### src/rtl/flk_pkg.sv
package flk_pkg;
  typedef enum logic [1:0] {
    PE_IDLE = 2'd0,
    PE_WAIT = 2'd1,
    PE_RUN  = 2'd2
  } pe_phase_e;

  localparam int unsigned HOST_IDX = 0;
  localparam int unsigned CORE_IDX = 1;
endpackage

### src/rtl/flk_rr.sv
module flk_rr #(
  parameter int unsigned N = 2
) (
  input  logic         clk_i,
  input  logic         rst_ni,
  input  logic [N-1:0] req_i,
  output logic [N-1:0] gnt_o
);
  localparam int unsigned IW = (N > 1) ? $clog2(N) : 1;

  logic [IW-1:0] last_q;
  logic [IW-1:0] win_idx;
  logic [IW-1:0] idx;
  logic          found;

  always_comb begin
    gnt_o   = '0;
    found   = 1'b0;
    win_idx = last_q;
    idx     = last_q;
    for (int off = 1; off <= int'(N); off++) begin
      idx = IW'((int'(last_q) + off) % int'(N));
      if (!found && req_i[idx]) begin
        gnt_o[idx] = 1'b1;
        win_idx    = idx;
        found      = 1'b1;
      end
    end
  end

  // reset to last index so index 0 wins first
  always_ff @(posedge clk_i or negedge rst_ni) begin
    if (!rst_ni)    last_q <= IW'(N - 1);
    else if (found) last_q <= win_idx;
  end

  p_rr_onehot_r3: assert property (@(posedge clk_i) disable iff (!rst_ni)
    $onehot0(gnt_o));

  p_rr_fair_r3: assert property (@(posedge clk_i) disable iff (!rst_ni)
    (&req_i) |-> !gnt_o[last_q]);
endmodule

### src/rtl/flk_pe_ctrl.sv
module flk_pe_ctrl
  import flk_pkg::*;
(
  input  logic clk_i,
  input  logic rst_ni,
  input  logic host_pe_req_i,
  input  logic core_pe_req_i,
  input  logic pe_busy_i,
  input  logic lock_i,
  input  logic rd_busy_i,
  output logic host_pe_gnt_o,
  output logic core_pe_gnt_o,
  output logic host_pe_err_o,
  output logic core_pe_err_o,
  output logic lock_o,
  output logic pe_active_o,
  output logic pe_take_o
);
  pe_phase_e phase_q;
  logic      host_owner_q;
  logic      lock_q;
  logic      flash_idle;
  logic      host_ok;
  logic      core_ok;

  assign flash_idle  = (phase_q == PE_IDLE) && !rd_busy_i;
  assign host_ok     = host_pe_req_i && lock_q && flash_idle;
  assign core_ok     = core_pe_req_i && !lock_q && flash_idle;
  assign pe_take_o   = host_ok || core_ok;
  assign pe_active_o = (phase_q != PE_IDLE);
  assign lock_o      = lock_q;

  always_ff @(posedge clk_i or negedge rst_ni) begin
    if (!rst_ni) begin
      phase_q       <= PE_IDLE;
      host_owner_q  <= 1'b0;
      lock_q        <= 1'b0;
      host_pe_gnt_o <= 1'b0;
      core_pe_gnt_o <= 1'b0;
      host_pe_err_o <= 1'b0;
      core_pe_err_o <= 1'b0;
    end else begin
      host_pe_gnt_o <= host_ok;
      core_pe_gnt_o <= core_ok;
      host_pe_err_o <= host_pe_req_i && !host_ok;
      core_pe_err_o <= core_pe_req_i && !core_ok;
      // host-owned operation pins the lock until it ends
      lock_q <= (pe_active_o && host_owner_q) ? 1'b1 : lock_i;
      unique case (phase_q)
        PE_IDLE: if (pe_take_o) begin
          phase_q      <= PE_WAIT;
          host_owner_q <= host_ok;
        end
        PE_WAIT: if (pe_busy_i) phase_q <= PE_RUN;
        PE_RUN: if (!pe_busy_i) begin
          phase_q      <= PE_IDLE;
          host_owner_q <= 1'b0;
        end
        default: phase_q <= PE_IDLE;
      endcase
    end
  end

  p_host_pe_locked_r6: assert property (@(posedge clk_i) disable iff (!rst_ni)
    host_pe_gnt_o |-> $past(lock_q));

  p_gnt_err_excl_r6: assert property (@(posedge clk_i) disable iff (!rst_ni)
    !(host_pe_gnt_o && host_pe_err_o) && !(core_pe_gnt_o && core_pe_err_o));

  p_core_pe_unlocked_r7: assert property (@(posedge clk_i) disable iff (!rst_ni)
    core_pe_gnt_o |-> !$past(lock_q));

  p_lock_held_r9: assert property (@(posedge clk_i) disable iff (!rst_ni)
    (pe_active_o && host_owner_q) |=> lock_q);

  p_pe_idle_r11: assert property (@(posedge clk_i) disable iff (!rst_ni)
    (host_pe_gnt_o || core_pe_gnt_o) |-> $past(!pe_active_o && !rd_busy_i));

  p_pe_single_r11: assert property (@(posedge clk_i) disable iff (!rst_ni)
    $onehot0({host_pe_gnt_o, core_pe_gnt_o}));
endmodule

### src/rtl/flk_rd_arb.sv
module flk_rd_arb
  import flk_pkg::*;
#(
  parameter int unsigned ACC_CYC = 2
) (
  input  logic clk_i,
  input  logic rst_ni,
  input  logic host_rd_req_i,
  input  logic core_rd_req_i,
  input  logic abort_mode_i,
  input  logic lock_i,
  input  logic pe_active_i,
  input  logic pe_take_i,
  output logic host_rd_gnt_o,
  output logic core_rd_gnt_o,
  output logic host_abort_o,
  output logic core_stall_o,
  output logic rd_busy_o
);
  localparam int unsigned CW = $clog2(ACC_CYC + 1);

  logic [CW-1:0] cnt_q;
  logic          host_pend_q;
  logic          core_pend_q;
  logic          host_abort_now;
  logic          host_pend;
  logic          core_pend;
  logic          slot_free;
  logic [1:0]    rr_req;
  logic [1:0]    rr_gnt;

  assign host_abort_now = host_rd_req_i && pe_active_i && !lock_i && abort_mode_i;
  assign host_pend      = host_pend_q || (host_rd_req_i && !host_abort_now);
  assign core_pend      = core_pend_q || core_rd_req_i;
  assign slot_free      = (cnt_q == '0) && !pe_active_i && !pe_take_i;

  always_comb begin
    rr_req = '0;
    if (slot_free) begin
      rr_req[HOST_IDX] = host_pend;
      rr_req[CORE_IDX] = core_pend && !lock_i;
    end
  end

  flk_rr #(.N(2)) u_rr (
    .clk_i (clk_i),
    .rst_ni(rst_ni),
    .req_i (rr_req),
    .gnt_o (rr_gnt)
  );

  assign rd_busy_o    = (cnt_q != '0);
  assign core_stall_o = core_pend_q && lock_i;

  always_ff @(posedge clk_i or negedge rst_ni) begin
    if (!rst_ni) begin
      cnt_q         <= '0;
      host_pend_q   <= 1'b0;
      core_pend_q   <= 1'b0;
      host_rd_gnt_o <= 1'b0;
      core_rd_gnt_o <= 1'b0;
      host_abort_o  <= 1'b0;
    end else begin
      host_pend_q   <= host_pend && !rr_gnt[HOST_IDX];
      core_pend_q   <= core_pend && !rr_gnt[CORE_IDX];
      host_rd_gnt_o <= rr_gnt[HOST_IDX];
      core_rd_gnt_o <= rr_gnt[CORE_IDX];
      host_abort_o  <= host_abort_now;
      if (|rr_gnt)             cnt_q <= CW'(ACC_CYC - 1);
      else if (cnt_q != '0)    cnt_q <= cnt_q - 1'b1;
    end
  end

  p_one_read_r3: assert property (@(posedge clk_i) disable iff (!rst_ni)
    !(host_rd_gnt_o && core_rd_gnt_o));

  p_core_lock_r8: assert property (@(posedge clk_i) disable iff (!rst_ni)
    core_rd_gnt_o |-> !$past(lock_i));

  p_no_rd_in_pe_r5: assert property (@(posedge clk_i) disable iff (!rst_ni)
    (host_rd_gnt_o || core_rd_gnt_o) |-> !$past(pe_active_i));

  p_abort_cause_r4: assert property (@(posedge clk_i) disable iff (!rst_ni)
    host_abort_o |-> $past(!lock_i && pe_active_i && abort_mode_i));

  generate
    if (ACC_CYC >= 2) begin : g_hold
      p_hold_r2: assert property (@(posedge clk_i) disable iff (!rst_ni)
        (host_rd_gnt_o || core_rd_gnt_o) |=> !(host_rd_gnt_o || core_rd_gnt_o));
    end
  endgenerate
endmodule

### src/rtl/flash_lock_arb.sv
module flash_lock_arb #(
  parameter int unsigned ACCESS_CYCLES = 2
) (
  input  logic clk_i,
  input  logic rst_ni,
  input  logic host_rd_req_i,
  input  logic core_rd_req_i,
  input  logic host_pe_req_i,
  input  logic core_pe_req_i,
  input  logic pe_busy_i,
  input  logic lock_i,
  input  logic abort_mode_i,
  output logic host_rd_gnt_o,
  output logic core_rd_gnt_o,
  output logic host_pe_gnt_o,
  output logic core_pe_gnt_o,
  output logic host_abort_o,
  output logic host_pe_err_o,
  output logic core_pe_err_o,
  output logic core_stall_o,
  output logic lock_o
);
  logic lock_eff;
  logic pe_active;
  logic pe_take;
  logic rd_busy;

  flk_pe_ctrl u_pe (
    .clk_i        (clk_i),
    .rst_ni       (rst_ni),
    .host_pe_req_i(host_pe_req_i),
    .core_pe_req_i(core_pe_req_i),
    .pe_busy_i    (pe_busy_i),
    .lock_i       (lock_i),
    .rd_busy_i    (rd_busy),
    .host_pe_gnt_o(host_pe_gnt_o),
    .core_pe_gnt_o(core_pe_gnt_o),
    .host_pe_err_o(host_pe_err_o),
    .core_pe_err_o(core_pe_err_o),
    .lock_o       (lock_eff),
    .pe_active_o  (pe_active),
    .pe_take_o    (pe_take)
  );

  flk_rd_arb #(.ACC_CYC(ACCESS_CYCLES)) u_rd (
    .clk_i        (clk_i),
    .rst_ni       (rst_ni),
    .host_rd_req_i(host_rd_req_i),
    .core_rd_req_i(core_rd_req_i),
    .abort_mode_i (abort_mode_i),
    .lock_i       (lock_eff),
    .pe_active_i  (pe_active),
    .pe_take_i    (pe_take),
    .host_rd_gnt_o(host_rd_gnt_o),
    .core_rd_gnt_o(core_rd_gnt_o),
    .host_abort_o (host_abort_o),
    .core_stall_o (core_stall_o),
    .rd_busy_o    (rd_busy)
  );

  assign lock_o = lock_eff;
endmodule

### config.mk
export PLATFORM = sky130hd
export DESIGN_NAME = flash_lock_arb
export DESIGN_NICKNAME = d
export VERILOG_FILES = /design/src/rtl/flk_pkg.sv /design/src/rtl/flk_rr.sv /design/src/rtl/flk_pe_ctrl.sv /design/src/rtl/flk_rd_arb.sv /design/src/rtl/flash_lock_arb.sv
export SDC_FILE = /design/constraint.sdc
export NUM_CORES = 1
export LEC_CHECK = 0
export ABC_CLOCK_PERIOD_IN_PS = 1760
export CAP_MARGIN = 20
export CORE_ASPECT_RATIO = 0.9
export CORE_MARGIN = 1
export CORE_UTILIZATION = 45
export CTS_BUF_LIST = sky130_fd_sc_hd__clkbuf_16
export CTS_CLUSTER_SIZE = 12
export DETAILED_ROUTE_END_ITERATION = 12
export HOLD_SLACK_MARGIN = 0.08
export PLACE_DENSITY = 0.75
export SLEW_MARGIN = 20
export SYNTH_ARGS = -nofsm -noshare
export SYNTH_HDL_FRONTEND = slang
export SYNTH_SLANG_ARGS = --single-unit
### constraint.sdc
create_clock -name clk_i -period 1.76 [get_ports clk_i]
set_clock_uncertainty 0.15 [all_clocks]
set_input_delay 0.352 -clock clk_i [delete_from_list [all_inputs] [get_ports clk_i]]
set_output_delay 0.352 -clock clk_i [all_outputs]
set_load 0.005 [all_outputs]
# Word level (Yosys, flattened, before mapping)
# Cells that the tools add are included.
[classes]
n_mux = 25
n_lt_le_gt_ge = 4
n_eq_ne = 5
n_reduce_logical = 45
addsub = 3
n_bitwise = 1
[ops]
columns = ["op", "n"]
rows = [
  ["$logic_and 1x1->1", 21],
  ["$mux 2", 8],
  ["$mux 1", 13],
  ["$logic_not 1->1", 10],
  ["$reduce_bool 2->1", 5],
  ["$pmux 2 s3", 1],
  ["$reduce_and 3->1", 2],
  ["$logic_not 2->1", 2],
  ["$lt 1x2->1 const B", 2],
  ["$ne 2x2->1 const B", 2],
  ["$logic_or 1x1->1", 3],
  ["$add 1x1->1 const B", 2],
  ["$demux 1 s1", 2],
  ["$eq 2x1->1 const B", 1],
  ["$eq 2x2->1 const B", 1],
  ["$ge 1x1->1 const B", 2],
  ["$ne 2x1->1 const B", 1],
  ["$or 2x2->2", 1],
  ["$pmux 1 s2", 1],
  ["$reduce_and 2->1", 1],
  ["$reduce_or 2->1", 1],
  ["$sub 2x1->2 const B", 1],
]
[totals]
in_bits = 9
ff_bits = 16

# Depth between registers and ports, before layout
# Gate-level depths: netlist (run 1).
[depth]
depth_word = 16
ltp_mapped = 5
ltp_nobuf = 5

# By module
# From an unflattened synthesis (run 1), not the netlist that was laid out.
[hier_totals]
hier_cells = 56
area_unflattened_um2 = 670.6
[modules_own_cells]
columns = ["mod", "seq_area_each_um2", "cells_per_inst", "area_per_inst_um2", "instances"]
rows = [
  ["flk_pe_ctrl", 200.2, 25, 317.8, 1],
  ["flk_rd_arb", 175.2, 25, 297.8, 1],
  ["flk_rr", 26.3, 6, 55.1, 1],
]

# Least setup slack after synthesis (run 1)
# Ideal clock, no wire load.
[synth_path]
path_type = "register -> register"
start = "register u_rd.cnt_q[0]"
end = "register u_rd.u_rr.last_q"
path_slack_ns = 0.358
required_ns = 1.530
stages_incl_launch_ff = 6
arrival_ns = 1.173
setup_time_ns = 0.080
path_cell_list = "dfrtp_1 > inv_1 > ha_1 > nand4_4 > or2_0 > o22a_1"
[synth_via]
elab_chain_cells = 15
[synth_rtl]
columns = ["item", "line", "source"]
rows = [
  ["start, declared", "flk_rd_arb.sv:22", "logic [CW-1:0] cnt_q;"],
  ["start signal, assigned", "flk_rd_arb.sv:69", "if (|rr_gnt) cnt_q <= CW'(ACC_CYC - 1);"],
  ["start signal, assigned", "flk_rd_arb.sv:70", "else if (cnt_q != '0) cnt_q <= cnt_q - 1'b1;"],
  ["$reduce_bool 2->1", "flk_rd_arb.sv:52", "assign rd_busy_o = (cnt_q != '0);"],
  ["$logic_not 1->1", "flk_pe_ctrl.sv:26", "assign flash_idle = (phase_q == PE_IDLE) && !rd_busy_i;"],
  ["$logic_and 1x1->1", "flk_pe_ctrl.sv:26", ""],
  ["$logic_and 1x1->1 (on tied branches)", "flk_pe_ctrl.sv:27, flk_pe_ctrl.sv:28", ""],
  ["$logic_or 1x1->1", "flk_pe_ctrl.sv:29", "assign pe_take_o = host_ok || core_ok;"],
  ["$logic_not 1->1", "flk_rd_arb.sv:35", "assign slot_free = (cnt_q == '0) && !pe_active_i && !pe_take_i;"],
  ["$logic_and 1x1->1 *", "flk_rd_arb.sv:35", ""],
  ["$mux 2 *", "flk_rd_arb.sv:39", "if (slot_free) begin"],
  ["$mux 1 (not written as such) (2 in a row)", "flk_rr.sv:23", "if (!found && req_i[idx]) begin"],
  ["$mux 1", "flk_rr.sv:23", ""],
  ["$logic_not 1->1", "flk_rr.sv:23", ""],
  ["$logic_and 1x1->1", "flk_rr.sv:23", ""],
  ["$reduce_bool 2->1 (no source line) or $mux 1 (tied branches)", "-", ""],
  ["$reduce_and 2->1 (no source line)", "-", ""],
  ["end signal, assigned", "flk_rr.sv:33", "if (!rst_ni) last_q <= IW'(N - 1);"],
  ["end signal, assigned", "flk_rr.sv:34", "else if (found) last_q <= win_idx;"],
  ["end, declared", "flk_rr.sv:11", "logic [IW-1:0] last_q;"],
]
# Mark *: on every way between the ends. The rest lies on a longest branch, timed or not. The select of a mux whose other input is x is not followed.
# A chain may end at the register's enable or synchronous reset.

# Final worst setup path (run 1)
[layout_path]
start = "register u_pe.lock_q, in the netlist u_pe.lock_o"
end = "register u_rd.core_pend_q"
[layout_via]
elab_chain_cells = 15
[layout_rtl]
columns = ["item", "line", "source"]
rows = [
  ["start, declared", "flk_pe_ctrl.sv:21", "logic lock_q;"],
  ["start signal, assigned", "flk_pe_ctrl.sv:48", "lock_q <= (pe_active_o && host_owner_q) ? 1'b1 : lock_i;"],
  ["$logic_not 1->1", "flk_pe_ctrl.sv:28, flk_rd_arb.sv:32, flk_rd_arb.sv:41", ""],
  ["$logic_and 1x1->1 (on tied branches) (2 in a row)", "flk_rd_arb.sv:32, flk_pe_ctrl.sv:28", ""],
  ["$logic_not 1->1 or $logic_or 1x1->1 (tied branches)", "flk_rd_arb.sv:33, flk_pe_ctrl.sv:29", ""],
  ["$logic_and 1x1->1 or $logic_not 1->1 (tied branches)", "flk_rd_arb.sv:33, flk_rd_arb.sv:35", ""],
  ["$logic_or 1x1->1 or $logic_and 1x1->1 (tied branches)", "flk_rd_arb.sv:33, flk_rd_arb.sv:35", ""],
  ["$mux 2 *", "flk_rd_arb.sv:39", ""],
  ["$mux 1 (not written as such) (2 in a row)", "flk_rr.sv:23", ""],
  ["$mux 1", "flk_rr.sv:23", ""],
  ["$logic_not 1->1", "flk_rr.sv:23", ""],
  ["$logic_and 1x1->1", "flk_rr.sv:23", ""],
  ["$mux 2 *", "flk_rr.sv:23", ""],
  ["$logic_not 1->1 *", "flk_rd_arb.sv:65", "core_pend_q <= core_pend && !rr_gnt[CORE_IDX];"],
  ["$logic_and 1x1->1 *", "flk_rd_arb.sv:65", ""],
  ["end signal, assigned", "flk_rd_arb.sv:65", ""],
  ["end, declared", "flk_rd_arb.sv:24", "logic core_pend_q;"],
]
# Marked as above.

==> metrics.txt, run 1 <==
Worst Slack Setup Final=0.138 ns; Max clock buf depth=2; post-synthesis compound-gate area fraction=0.129; LEAKAGE=0.448 nW; row cnt=12; area leader, netlist=dfrtp_1; height of the die=39.1 µm; H-Tree Depth=1; Worst EP required=1.71 ns; antenna viol nets, final=0; largest family of logic cells by synthesized area=simple AND/OR/NAND/NOR gates; area delta synth->final=45.7%; mapped cell area=687 µm²; critical path class=reg2reg; Synthesized Nets=71; final wirelength=1330 µm; synth top area cells=dfrtp_1, nand2b_1, dfstp_2; Non-Filler Instances=102; final setup vio count=0; Final Hold Violating Endpoints=0; Core ar.=1320 µm²; critical path endpoint category=flip-flop; Final Critical Period=1.62 ns; Final HPWL DP=948 µm; initial antenna violation count=0; final-layout fill cell count=88; sequential share of the synthesized area=0.585; clock sink total=16; Final Max Tran Viols=0; post-synthesis cell type count=27; post-synthesis mux area share=0; CP startpoint kind=flip-flop; TNS Setup=0 ns; HP Class=in2async; Worst Tran Pin Value=0.237 ns; worst ir drop on vdd=0.798 mV; global-route usage over all layers=0.203; GPL Wtd Cong=0.711; register area=402 µm²; buffers added on ports=17; Post-CTS Hold Buffers=0; Via Count=510; total grt overflow=0; pwr/cell area=1500 nW/µm²; starting density of the core=0.520; syn_area_per_cell=11.3 µm²; Ys Warns=0; drt initial violations=4; RSZ-0062 raised after global routing=no; drt first pass iters=4; Die X=43.2 µm; Final nets=99; max_cap viols=0; Diodes inserted=0; clk_lat worst skew=0.24 ns; status=finished clean; Synth Register Bits=16; top flop regs=u_pe.phase_q (2), u_rd.cnt_q (2); CTS tree=built; Final period util=0.922; clock slew seen by the registers of the worst setup and hold paths=0.05 ns; most common cell after layout, fill and taps aside=clkdlybuf4s50_1; vias in the first global route=549; Slew HR=0.840; Post-Syn Instances=61; fmax=0.616 GHz; crit path max fanout=6; Min Hold Slack=0.272 ns; footprint of the multi-input gates=274 µm²; post-synthesis xor/xnor area fraction=0.0128; commonest cells after routing, fill and taps aside=clkdlybuf4s50_1, dfrtp_1, nor2_1; Worst EP arrival=1.57 ns; share of cells above drive strength 1=0.170; placed cells=96; largest net degree at the start of global routing=17; TritonCTS buffer count=3; global-route wire length before repair=2340 µm; Post-Synth Simple-Gate Area=0.239; adder-cell share of the synthesized area=0.0182; Via density=5.00; top cell type's share of synthesized area=0.546; dpl ws=-0.00133 ns; IO Count=18; DIE AREA=1690 µm²; DRC viols=0; clk root buf=clkbuf_16; routed wire length per instance=13.0 µm
synthesized netlist by cell type, drive strengths merged:
cell type,count
a21boi,1
a21o,1
a21oi,2
and2,1
and2b,1
dfrtp,15
dfstp,1
ha,1
inv,3
nand2,2
nand2b,5
nand4,1
nor2,8
nor2b,2
nor3,3
nor3b,1
o21a,1
o21ai,5
o21ba,1
o22a,1
o22ai,2
or2,1
or2b,1
xor2,1
cell type report:
| type | count | area share |
|---|---|---|
| repair buffers | 23 | 0.218 |
| inverters | 3 | 0.0113 |
| flip-flops and latches | 16 | 0.401 |
| clock buffers | 3 | 0.0750 |
| multi-input cells | 42 | 0.274 |
| well taps | 14 | 0.0175 |
| clock inverters | 1 | 0.00375 |
routing by layer:
layer	GRT usage	wire length (µm)
met1	0.234	593
met2	0.354	671
met3	0.0421	32
met4	0.114	31
met5	0	0
critical path: stages, from the launching register on:
cell      delay [ns]
dfrtp_1         0.39
buf_4           0.14
buf_4           0.14
nand2b_1        0.15
o21ai_1         0.15
and2b_1         0.24
o22ai_1         0.12
final timing paths:
path | from | end | slack [ns] | depth (start not counted)
max | u_pe.lock_o | u_rd.core_pend_q | 0.14 | 6
min | rst_ni | u_pe.host_owner_q | 0.27 | 2
max reg2reg | u_pe.lock_o | u_rd.core_pend_q | 0.14 | 6
min reg2reg | u_rd.cnt_q[1] | u_rd.cnt_q[1] | 0.37 | 2
max in group asynchronous | rst_ni | u_rd.u_rr.last_q | 0.95 | 2
min in group clk_i | u_rd.cnt_q[1] | u_rd.cnt_q[1] | 0.37 | 2
power breakdown:
part | total [W] | internal, W | switching [W]
clock | 0.000428 | 0.000300 | 0.000128
sequential | 0.000558 | 0.000489 | 0.0000688
combinational | 0.000520 | 0.000265 | 0.000255
total | 0.00151 | 0.00105 | 0.000452
per-stage QoR:
stage | total power, W | area (µm²) | util
6_report | 0.00151 | 1000 | 0.758
5_1_grt | 0.00162 | 1000 | 0.758
4_1_cts | 0.00151 | 991 | 0.750
3_5_place_dp | 0.00106 | 905 | 0.685
3_3_place_gp | 0.00104 | 905 | 0.685
2_1_floorplan | 0.000867 | 687 | -
repair_timing:
item	in CTS	in global routing
resized for setup	0	1
setup endpoints to repair	1	1
setup buffers	1	1
cells by family (layout without fill, tap and decap cells):
family,Yosys count,after routing
AOI/OAI and AO/OA,14,14
xor gates and xnor gates,1,1
adders and majority gates,1,1
buffers and inverters,3,30
DFF,16,16
and+or+nand+nor,26,26
Note: power is estimated with default switching activity, not from simulation.
==> run 2, diff against run 1 <==
--- a/config.mk
+++ b/config.mk
@@ -8,7 +8,7 @@
 export ABC_CLOCK_PERIOD_IN_PS = 1760
 export CAP_MARGIN = 20
 export CORE_ASPECT_RATIO = 0.9
-export CORE_MARGIN = 1
+export CORE_MARGIN = 5
 export CORE_UTILIZATION = 45
 export CTS_BUF_LIST = sky130_fd_sc_hd__clkbuf_16
 export CTS_CLUSTER_SIZE = 12
==> run 2 against run 1 <==
Clock-buffer cell count unchanged. Global-route usage down 7.1 points. Combinational power down 3%. Via count up 0.98%. Fmax up 1.6%. First-iteration DRC count unchanged. Flip-flop and latch count unchanged. Worst hold slack worse by 0.0017 ns. Non-clock buffer count down 1. Utilization down 7.0 points. Clock power up 2%. Largest power group unchanged. Highest routed layer unchanged.
==> metrics.txt, run 2 (synthesis gave the netlist of run 1 again) <==
DIE AREA=2410 µm²; Crit path largest cell delay=0.50 ns; Diodes inserted=0; DRC viols=0; RSZ-0062 raised after global routing=no; final core occ=0.687; initial antenna violation count=0; pwr/cell area=1500 nW/µm²; Die X=51.2 µm; IO Count=18; most common cell after layout, fill and taps aside=clkdlybuf4s50_1; CTS tree=built; clk root buf=clkbuf_16; routed wire length per instance=12.8 µm; Worst EP required=1.26 ns; Min Hold Slack=0.270 ns; drt first pass iters=4; critical path endpoint category=output port; LEAKAGE=0.439 nW; Worst EP arrival=1.10 ns; Via Count=515; Final Max Tran Viols=0; crit path max fanout=3; worst ir drop on vdd=0.810 mV; row cnt=13; Critical Path Slowest Stage Cell=clkdlybuf4s50_1; Final Hold Violating Endpoints=0; HP Class=in2async; share of cells above drive strength 1=0.161; global-route wire length before repair=2200 µm; area delta synth->final=44.8%; Final HPWL DP=984 µm; final setup vio count=0; CP top delay family=buffers and inverters; clock slew seen by the registers of the worst setup and hold paths=0.05 ns; TNS Setup=0 ns; top flop regs=u_pe.phase_q (2), u_rd.cnt_q (2); height of the die=47.1 µm; antenna viol nets, final=0; buffers added on ports=17; status=finished clean; global-route usage over all layers=0.131; Post-CTS Hold Buffers=0; total grt overflow=0; Worst Tran Pin Value=0.241 ns; Tot Pwr=0.00150 W; max_cap viols=0; CP cell instances=clkdlybuf4s50_1; final wirelength=1300 µm; clk_lat worst skew=0.24 ns; Via density=5.05; largest net degree at the start of global routing=17; fmax=0.626 GHz; commonest cells after routing, fill and taps aside=clkdlybuf4s50_1, dfrtp_1, nor2_1; Final Critical Period=1.60 ns; Max clock buf depth=2; GPL Wtd Cong=0.714; final-layout fill cell count=105; drt initial violations=4; register area=402 µm²; Final period util=0.907; starting density of the core=0.475; footprint of the multi-input gates=274 µm²; Slew HR=0.839; critical path class=reg2out; clock sink total=16; TritonCTS buffer count=3; H-Tree Depth=1; CP startpoint kind=flip-flop; Final nets=98; Buf/Inv on CP=1; Core ar.=1450 µm²; vias in the first global route=495
==> run 2: stage by stage <==
stage               cells  cell area, µm²  setup slack (ns)
global route          102             995             0.117
detailed placement     97             906           0.00855
finish                102             995             0.163
CTS                   101             985           0.00348
floorplan              61             687             0.358
global placement       97             906            0.0363
==> run 2: worst paths after layout <==
path,end,startpoint,slack (ns),cells after the start
min reg2reg,u_rd.cnt_q[1],u_rd.cnt_q[1],0.37,2
min,u_pe.lock_o,rst_ni,0.27,2
max reg2reg,u_rd.u_rr.last_q,u_rd.cnt_q[0],0.25,5
max in group asynchronous,u_rd.u_rr.last_q,rst_ni,0.95,2
min in group clk_i,u_rd.cnt_q[1],u_rd.cnt_q[1],0.37,2
max,lock_o,u_pe.lock_o,0.16,1
==> run 2: final cells by class <==
class | count | share of cell area
Timing Repair Buffer | 22 | 0.211
Tap cell | 15 | 0.0189
Clock inverter | 1 | 0.00377
Clock buffer | 3 | 0.0755
Multi-Input combinational cell | 42 | 0.275
Sequential cell | 16 | 0.404
Inverter | 3 | 0.0113
==> run 2: per-layer routing <==
layer,GRT usage,vias up,share of wire
met2,0.221,13,0.50
met3,0.0381,5,0.051
li1,-,260,-
met5,0,-,0
met1,0.152,237,0.42
met4,0.0806,0,0.022
==> run 2: repair_timing <==
item                                    CTS  global route
endpoints found under the setup margin    0             1
resized for setup                         0             1
buffers inserted                          0             1
==> run 2: where the power goes <==
group | switching, W | internal [W] | leakage [nW]
logic | 0.000246 | 0.000259 | 0.204
registers | 0.0000644 | 0.000489 | 0.196
clock network | 0.000135 | 0.000301 | 0.0385
